$ cat src/rtl/atomic_gate_pkg.sv
package atomic_gate_pkg;

    typedef enum logic [1:0] {
        K_LOAD   = 2'd0,
        K_STORE  = 2'd1,
        K_RMW_RD = 2'd2,
        K_RMW_WR = 2'd3
    } req_kind_e;

    typedef enum logic [2:0] {
        F_NONE        = 3'd0,
        F_WR_UNOWNED  = 3'd1,
        F_WR_EMPTY    = 3'd2,
        F_CLAIM_DIRTY = 3'd3,
        F_OVERFLOW    = 3'd4
    } fault_e;

    function automatic logic is_rmw(input req_kind_e k);
        return (k == K_RMW_RD) || (k == K_RMW_WR);
    endfunction

endpackage

$ cat src/rtl/gate_admit.sv
module gate_admit
    import atomic_gate_pkg::*;
#(
    parameter int TID_W = 2,
    parameter int CNT_W = 4
) (
    input  logic             busy,
    input  logic [TID_W-1:0] owner,
    input  logic [CNT_W-1:0] depth,
    input  logic             valid,
    input  logic [TID_W-1:0] tid,
    input  req_kind_e        kind,
    input  logic             stall,
    output logic             ready,
    output logic             upd,
    output logic             nxt_busy,
    output logic [TID_W-1:0] nxt_owner,
    output logic [CNT_W-1:0] nxt_depth,
    output fault_e           fault
);
    localparam logic [CNT_W-1:0] DEPTH_MAX = {CNT_W{1'b1}};
    localparam logic [CNT_W-1:0] DEPTH_ONE = {{(CNT_W-1){1'b0}}, 1'b1};

    logic foreign;
    logic fire;

    assign foreign = busy && (tid != owner);
    assign ready   = !stall && !foreign;
    assign fire    = valid && ready;

    always_comb begin
        upd       = 1'b0;
        nxt_busy  = busy;
        nxt_owner = owner;
        nxt_depth = depth;
        fault     = F_NONE;
        if (fire && is_rmw(kind)) begin
            if (kind == K_RMW_RD) begin
                if (!busy) begin
                    if (depth != '0) begin
                        fault = F_CLAIM_DIRTY;
                    end else begin
                        upd       = 1'b1;
                        nxt_busy  = 1'b1;
                        nxt_owner = tid;
                        nxt_depth = DEPTH_ONE;
                    end
                end else if (depth == DEPTH_MAX) begin
                    fault = F_OVERFLOW;
                end else begin
                    upd       = 1'b1;
                    nxt_depth = depth + DEPTH_ONE;
                end
            end else begin
                if (!busy) begin
                    fault = F_WR_UNOWNED;
                end else if (depth == '0) begin
                    fault = F_WR_EMPTY;
                end else begin
                    upd       = 1'b1;
                    nxt_depth = depth - DEPTH_ONE;
                    nxt_busy  = (depth != DEPTH_ONE);
                    if (depth == DEPTH_ONE) begin
                        nxt_owner = '0;
                    end
                end
            end
        end
    end
endmodule

$ cat src/rtl/gate_lock_reg.sv
module gate_lock_reg
    import atomic_gate_pkg::*;
#(
    parameter int TID_W = 2,
    parameter int CNT_W = 4
) (
    input  logic             clk,
    input  logic             rst,
    input  logic             upd,
    input  logic             nxt_busy,
    input  logic [TID_W-1:0] nxt_owner,
    input  logic [CNT_W-1:0] nxt_depth,
    input  fault_e           fault,
    output logic             busy_q,
    output logic [TID_W-1:0] owner_q,
    output logic [CNT_W-1:0] depth_q,
    output logic             err_q
);
    always_ff @(posedge clk) begin
        if (rst) begin
            busy_q  <= 1'b0;
            owner_q <= '0;
            depth_q <= '0;
            err_q   <= 1'b0;
        end else begin
            if (upd) begin
                busy_q  <= nxt_busy;
                owner_q <= nxt_owner;
                depth_q <= nxt_depth;
            end
            if (fault != F_NONE) begin
                err_q <= 1'b1;
            end
        end
    end
endmodule

$ cat src/rtl/gate_fwd.sv
module gate_fwd
    import atomic_gate_pkg::*;
#(
    parameter int TID_W  = 2,
    parameter int ADDR_W = 32
) (
    input  logic              valid,
    input  logic              ready,
    input  logic [TID_W-1:0]  tid,
    input  req_kind_e         kind,
    input  logic [ADDR_W-1:0] addr,
    output logic              out_valid,
    output logic [TID_W-1:0]  out_tid,
    output logic [1:0]        out_kind,
    output logic [ADDR_W-1:0] out_addr
);
    always_comb begin
        out_valid = valid && ready;
        out_tid   = out_valid ? tid  : '0;
        out_kind  = out_valid ? kind : 2'd0;
        out_addr  = out_valid ? addr : '0;
    end
endmodule

$ cat src/rtl/atomic_gate.sv
module atomic_gate
    import atomic_gate_pkg::*;
#(
    parameter int TID_W  = 2,
    parameter int CNT_W  = 4,
    parameter int ADDR_W = 32
) (
    input  logic              clk,
    input  logic              rst,
    input  logic              req_valid,
    input  logic [TID_W-1:0]  req_tid,
    input  logic [1:0]        req_kind,
    input  logic [ADDR_W-1:0] req_addr,
    input  logic              wb_stall,
    output logic              req_ready,
    output logic              fwd_valid,
    output logic [TID_W-1:0]  fwd_tid,
    output logic [1:0]        fwd_kind,
    output logic [ADDR_W-1:0] fwd_addr,
    output logic              proto_err
);
    req_kind_e        kind_e;
    logic             busy_q;
    logic [TID_W-1:0] owner_q;
    logic [CNT_W-1:0] depth_q;
    logic             upd;
    logic             nxt_busy;
    logic [TID_W-1:0] nxt_owner;
    logic [CNT_W-1:0] nxt_depth;
    fault_e           fault;

    assign kind_e = req_kind_e'(req_kind);

    gate_admit #(.TID_W(TID_W), .CNT_W(CNT_W)) u_admit (
        .busy      (busy_q),
        .owner     (owner_q),
        .depth     (depth_q),
        .valid     (req_valid),
        .tid       (req_tid),
        .kind      (kind_e),
        .stall     (wb_stall),
        .ready     (req_ready),
        .upd       (upd),
        .nxt_busy  (nxt_busy),
        .nxt_owner (nxt_owner),
        .nxt_depth (nxt_depth),
        .fault     (fault)
    );

    gate_lock_reg #(.TID_W(TID_W), .CNT_W(CNT_W)) u_lock (
        .clk       (clk),
        .rst       (rst),
        .upd       (upd),
        .nxt_busy  (nxt_busy),
        .nxt_owner (nxt_owner),
        .nxt_depth (nxt_depth),
        .fault     (fault),
        .busy_q    (busy_q),
        .owner_q   (owner_q),
        .depth_q   (depth_q),
        .err_q     (proto_err)
    );

    gate_fwd #(.TID_W(TID_W), .ADDR_W(ADDR_W)) u_fwd (
        .valid     (req_valid),
        .ready     (req_ready),
        .tid       (req_tid),
        .kind      (kind_e),
        .addr      (req_addr),
        .out_valid (fwd_valid),
        .out_tid   (fwd_tid),
        .out_kind  (fwd_kind),
        .out_addr  (fwd_addr)
    );
endmodule

$ cat config.mk
export PLATFORM = sky130hd
export DESIGN_NAME = atomic_gate
export DESIGN_NICKNAME = d
export VERILOG_FILES = /design/src/rtl/atomic_gate_pkg.sv /design/src/rtl/gate_admit.sv /design/src/rtl/gate_lock_reg.sv /design/src/rtl/gate_fwd.sv /design/src/rtl/atomic_gate.sv
export SDC_FILE = /design/constraint.sdc
export NUM_CORES = 1
export LEC_CHECK = 0
export ABC_CLOCK_PERIOD_IN_PS = 2300
export BUFFER_PORTS_ARGS = -buffer_cell sky130_fd_sc_hd__buf_2
export CORE_ASPECT_RATIO = 0.9
export CORE_MARGIN = 2
export CORE_UTILIZATION = 36
export DETAILED_ROUTE_END_ITERATION = 16
export PLACE_DENSITY_LB_ADDON = 0.12
export SETUP_SLACK_MARGIN = 0.1
export SYNTH_ARGS = -nofsm -noshare
export SYNTH_HDL_FRONTEND = slang
export SYNTH_SLANG_ARGS = --single-unit
$ cat constraint.sdc
create_clock -name clk -period 2.3 [get_ports clk]
set_clock_uncertainty 0.1 [all_clocks]
set_input_delay 0.115 -clock clk [delete_from_list [all_inputs] [get_ports clk]]
set_output_delay 0.115 -clock clk [all_outputs]
set_load 0.03 [all_outputs]
==> results of run 1 <==
[cell type report]
type                       instances  area, um2
fill                             219        890
multi-input combinational         95        651
timing repair buffer              80        409
sequential                         8        161
tap                               27       33.8
clock buffer                       3       22.5
inverter                           4       15.0
[cells in the mapped netlist]
master	number
and2_1	37
nor2_1	9
dfxtp_1	8
a21oi_1	6
nand2_1	5
clkbuf_1	4
inv_1	4
xnor2_1	4
ha_1	3
nand2b_1	3
nand3_1	3
nand4b_1	3
a211oi_1	2
buf_2	2
mux2i_1	2
nor4_1	2
o21ai_0	2
or3_1	2
a2111oi_2	1
a21boi_1	1
a221o_1	1
a31oi_1	1
and2b_2	1
buf_4	1
nor3b_1	1
nor3b_2	1
o21ba_2	1
o221a_2	1
o22ai_1	1
o31ai_1	1
o41a_1	1
[per-stage QoR]
step / setup WS (ns) / area [um2] / std cells / total power, mW
after floorplan: 0.238 / 838 / 114 / 0.267
after global placement: 0.244 / 1240 / 214 / 0.334
after detailed placement: 0.193 / 1240 / 214 / 0.337
after CTS: 0.183 / 1270 / 217 / 0.445
after global routing: 0.106 / 1290 / 217 / 0.473
final: 0.229 / 1290 / 217 / 0.445
[report_power, final]
group	total (mW)	switching (mW)	internal, mW	leakage [nW]
Sequential	0.146	0.00430	0.142	0.0652
Combinational	0.191	0.113	0.0779	0.600
Clock	0.108	0.0483	0.0598	0.0138
Total	0.445	0.166	0.279	0.679
[worst max-delay path, stage by stage, from the launching register on]
cell and delay [ns]:
dfxtp_1 0.33, inv_1 0.11, ha_2 0.25, nor3b_4 0.23, mux2i_1 0.09, or3_1 0.41, or3_1 0.36, a21oi_1 0.12
[timing repair]
item                       4_1_cts  5_1_grt
pin swaps                        0        0
setup endpoints to repair       35       37
gates resized for setup          1        5
[registers in the layout, summed over array words and instances, names as in the netlist]
name	flops
u_lock.busy_q	1
u_lock.err_q	1
u_lock.owner_q	2
u_lock.depth_q	4
[cells by family after synthesis]
logic type | count (synthesis) | synth area share [%]
AOI/OAI and AO/OA | 19 | 16.7
muxes | 2 | 2.39
DFF | 8 | 19.1
buffers and inverters | 11 | 5.67
adders and majority gates | 3 | 4.48
and+or+nand+nor | 67 | 47.5
xor gates and xnor gates | 4 | 4.18
[final timing paths]
path	from	to	slack, ns	cells after the start
max	u_lock.depth_q[1]	u_lock.depth_q[3]	0.23	7
min	rst	u_lock.depth_q[3]	0.02	2
max reg2reg	u_lock.depth_q[1]	u_lock.depth_q[3]	0.23	7
min reg2reg	u_lock.err_q	u_lock.err_q	0.37	2
[per-layer routing]
metal / global-route usage [%] / vias to the layer above
met5: 0 / -
met4: 2.08 / 0
met3: 5.15 / 0
met2: 34.1 / 45
met1: 22.4 / 447
li1: - / 539
==> out/metrics.cfg, run 1 <==
[die]
die-area_um2 = 2730
num_io_pins = 79
core-area_um2 = 2180
fp-row-count = 16
die_w_um = 54.9
start_util_pct = 38.4
chipHeight_um = 49.8

[route]
vias = 1031
wl_per_cell_um = 11.7
highest_layer = met3
drc_errors = 0
dr_wl_met2_um = 1270
vias_per_cell = 4.75
first_pass_iters = 4
drt_wl_total_um = 2530
ant_nets = 0
wl_met3_um = 221
drtIter0Drc = 16
wl_met1_um = 1050

[finish]
mostFrequentLayoutCell = buf_2
antenna_cells = 0
nets = 235
area_growth_pct = 54.2
fin_util_pct = 59.2
final_cell_mix = 78 x buf_2, 37 x and2_1, 9 x nor2_1
drive_above_1_share_pct = 47.9

[clock_network]
clk_latency_ns = 0.25
htreeDepth = 1
cts.sinks = 8
hold_buffers = 0
clk_pin_slew_worst_paths_ns = 0.06
cts_tree = yes
cts_buffers = 3
cts_setup_buffers = 0
cts_buffer_depth = 2
clock-root-buffer = clkbuf_4

[yosys]
avgSynthCellArea_um2 = 7.35
synth_top_area_share_pct = 27.6
ys_seq_elements = 8
ys_top_cells_by_area = and2_1 28%, dfxtp_1 19%, ha_1 4.5%
synth_area_um2 = 838
synthesis.nets = 157
yosys.area.top_type = and2_1
yosys_warnings = 0
netlist_instances = 114
ys_types = 31
yosysSeqAreaShare_pct = 19.1

[sta]
setup_tns_ns = 0
worst_pin_slew_ns = 0.434
finalHoldViolations = 0
fin_crit_ns = 2.07
rsz0062_at_grt = no
slew-limit-headroom_pct = 71.0
fmax_mhz = 483
setup_viol = 0
holdWs_ns = 0.0243
slew_violations = 0
fin_crit_sh_pct = 90.0

[global_routing]
grt_pass1_vias = 933
grt_pass1_wl_um = 3970
grt_max_degree = 37
grt.overflow.total = 0
grt_antenna_before_repair = 0
grtUsageTotal_pct = 19.0

[power]
power_density_nw_per_um2 = 344
p_leak_nw = 0.679
peakVddDrop_v = 0.000349

[placement]
place_hpwl_um = 2130
gp_congestion = 0.858
io_buffers = 78

[setup_path]
path_max_fanout = 6
worst_setup_path_start_kind = flip-flop
crit_type = reg -> reg
endpoint_kind = flip-flop
cp.arrival_ns = 2.16
cp.required_ns = 2.39

[worst_hold_path]
min_path_type = in -> reg

[run]
maxCapViolations = 0

[outcome]
outcome = completed

Note: power is estimated with default switching activity, not from simulation.
==> run 2: changes to the inputs <==
- RECOVER_POWER: default -> 100
==> run 2 against run 1 <==
  * Sequential power hardly changed
  * Register-to-register slack about the same
  * Critical path depth shrank 1
  * Via count rose by 0.68%
  * Critical endpoint is now u_lock.owner_q[0]
  * Largest power group unchanged
==> out/metrics.cfg, run 2 (synthesis results as in run 1) <==
[clock_network]
clock-root-buffer = clkbuf_4
htreeDepth = 1  ; unchanged
cts_buffers = 3  ; unchanged
clk_pin_slew_worst_paths_ns = 0.06  ; about the same
cts_buffer_depth = 2  ; unchanged
clk_latency_ns = 0.25  ; about the same
cts_tree = yes
cts.sinks = 8  ; unchanged
cts_setup_buffers = 0  ; unchanged

[setup_path]
reg2reg_slack_ns = 0.23  ; about the same
path_max_fanout = 6  ; unchanged
cp.required_ns = 2.34  ; -0.05 ns
cp.arrival_ns = 2.12  ; -0.04 ns
worstPathCellList = inv_1 -> ha_2 -> nand4b_1 -> a2111oi_1 -> mux2i_1 -> nor2_1
cp_slowest_cell = a2111oi_1
r2r-end = u_lock.owner_q[0]
critPathMaxStageDelay_ns = 0.69  ; +0.28 ns
worst_setup_path_start_kind = flip-flop
rr_startpoint = u_lock.depth_q[1]
reg2reg_depth = 6  ; -1
endpoint_kind = flip-flop
crit_type = reg -> reg

[finish]
largest_reg_flops = 4  ; unchanged
area_growth_pct = 52.5
nets = 235  ; unchanged
mostFrequentLayoutCell = buf_2
antenna_cells = 0  ; unchanged
regMostFlops = u_lock.depth_q
top_regs = u_lock.depth_q x4, u_lock.owner_q x2
drive_above_1_share_pct = 43.7  ; -4.2 points
final_cell_mix = 45 x buf_2, 37 x and2_1, 26 x clkbuf_2
fin_area_um2 = 1280  ; -1.1%

[die]
die_w_um = 54.9  ; unchanged
chipHeight_um = 49.8  ; unchanged
num_io_pins = 79  ; unchanged
die-area_um2 = 2730  ; unchanged
start_util_pct = 38.4  ; unchanged
core-area_um2 = 2180  ; unchanged
fp-row-count = 16  ; unchanged

[worst_hold_path]
min_to = u_lock.depth_q[3]
hold_depth = 2  ; unchanged
min_from = rst
min_path_type = in -> reg

[power]
peakVddDrop_v = 0.000349  ; about the same
p_leak_nw = 0.634  ; -6.6%
power_density_nw_per_um2 = 347  ; +0.67%

[global_routing]
use_met1_pct = 22.4  ; unchanged
use_met3_pct = 5.15  ; unchanged
grt_pass1_wl_um = 3970  ; unchanged
grt_pass1_vias = 933  ; unchanged
grt_max_degree = 37  ; unchanged
grt.overflow.total = 0  ; unchanged
top_usage_layer = met2
grtUsageTotal_pct = 19.0  ; unchanged
grt_util_met2_pct = 34.1  ; unchanged
grt_antenna_before_repair = 0  ; unchanged

[run]
maxCapViolations = 0  ; unchanged

[placement]
io_buffers = 78  ; unchanged
gp_congestion = 0.858  ; unchanged
place_hpwl_um = 2130  ; unchanged
place_area_um2 = 1240  ; unchanged
dp_worst_setup_slack_ns = 0.193  ; unchanged

[sta]
slew-limit-headroom_pct = 54.9  ; -16 points
finalHoldViolations = 0  ; unchanged
finalWorstSetupSlack_ns = 0.225  ; -0.00386 ns
slew_violations = 0  ; unchanged
worst_pin_slew_ns = 0.675  ; +0.241 ns
setup_viol = 0  ; unchanged
fin_crit_sh_pct = 90.2  ; +0.17 points
fmax_mhz = 482  ; -0.19%
setup_tns_ns = 0  ; unchanged
rsz0062_at_grt = no
fin_crit_ns = 2.07  ; +0.00386 ns

[route]
drtIter0Drc = 15  ; -1
drc_errors = 0  ; unchanged
vias = 1038  ; +0.68%
wl_per_cell_um = 11.8  ; +0.67%
drt_wl_total_um = 2550  ; +0.67%
vias_per_cell = 4.78  ; +0.68%
first_pass_iters = 5  ; +1
ant_nets = 0  ; unchanged

[outcome]
outcome = completed

==> run 2: cell types whose count changed in the layout (fill, tap and decap cells not counted) <==
cell	previous run	this run
a2111oi_1	0	1
a2111oi_2	1	0
buf_2	78	45
clkbuf_1	0	7
clkbuf_2	0	26
==> run 2: per-layer routing <==
metal | vias up | wire length (um) | part of all wire [%]
met5 | - | 0 | 0
met2 | 46 | 1260 | 49
li1 | 541 | - | -
met4 | 0 | 0 | 0
met1 | 451 | 1060 | 41
met3 | 0 | 233 | 9.1
==> run 2: worst max path at each step <==
stage / endpoint / slack (ns) / from / cells after the start
2_1_floorplan: u_lock.depth_q[3] / 0.24 / u_lock.depth_q[0] / 8
3_3_place_gp: u_lock.depth_q[3] / 0.24 / u_lock.depth_q[0] / 7
3_5_place_dp: u_lock.depth_q[3] / 0.19 / u_lock.depth_q[0] / 7
4_1_cts: u_lock.depth_q[3] / 0.18 / u_lock.depth_q[0] / 7
5_1_grt: fwd_addr[26] / 0.06 / u_lock.owner_q[1] / 6
6_report: u_lock.owner_q[0] / 0.23 / u_lock.depth_q[1] / 6
==> run 2: timing repair <==
item / 4_1_cts / 5_1_grt
hold buffers: 0 / 0
gates resized for setup: 1 / 5
endpoints found under the setup margin: 35 / 37
hold endpoints to repair: 0 / 0
==> run 2: power breakdown <==
part | internal [mW] | switching [mW]
sequential | 0.142 | 0.00437
combinational | 0.0757 | 0.113
clock | 0.0598 | 0.0485
==> run 2: final cells by class <==
class | count | area (um2)
multi-input combinational | 95 | 646
timing repair buffer | 80 | 400
fill | 218 | 903
tap | 27 | 33.8
sequential | 8 | 161
clock buffer | 3 | 22.5
inverter | 4 | 15.0
==> run 2: through the flow <==
step,hold slack (ns),util (%),power [mW],instances
after floorplan,0.0841,-,0.267,114
after global placement,0.291,57.1,0.334,214
after detailed placement,0.286,57.1,0.337,214
after CTS,0.0175,58.3,0.445,217
after global routing,0.0346,58.6,0.471,217
final,0.0242,58.6,0.443,217
==> run 2: critical path: cells and delay by family (launching register included) <==
| family | cells | cell delay [ns] |
|---|---|---|
| AOI/OAI and AO/OA | 1 | 0.69 |
| DFF | 1 | 0.37 |
| muxes | 1 | 0.26 |
| and+or+nand+nor | 2 | 0.23 |
| adders and majority gates | 1 | 0.22 |
| buffers and inverters | 1 | 0.10 |
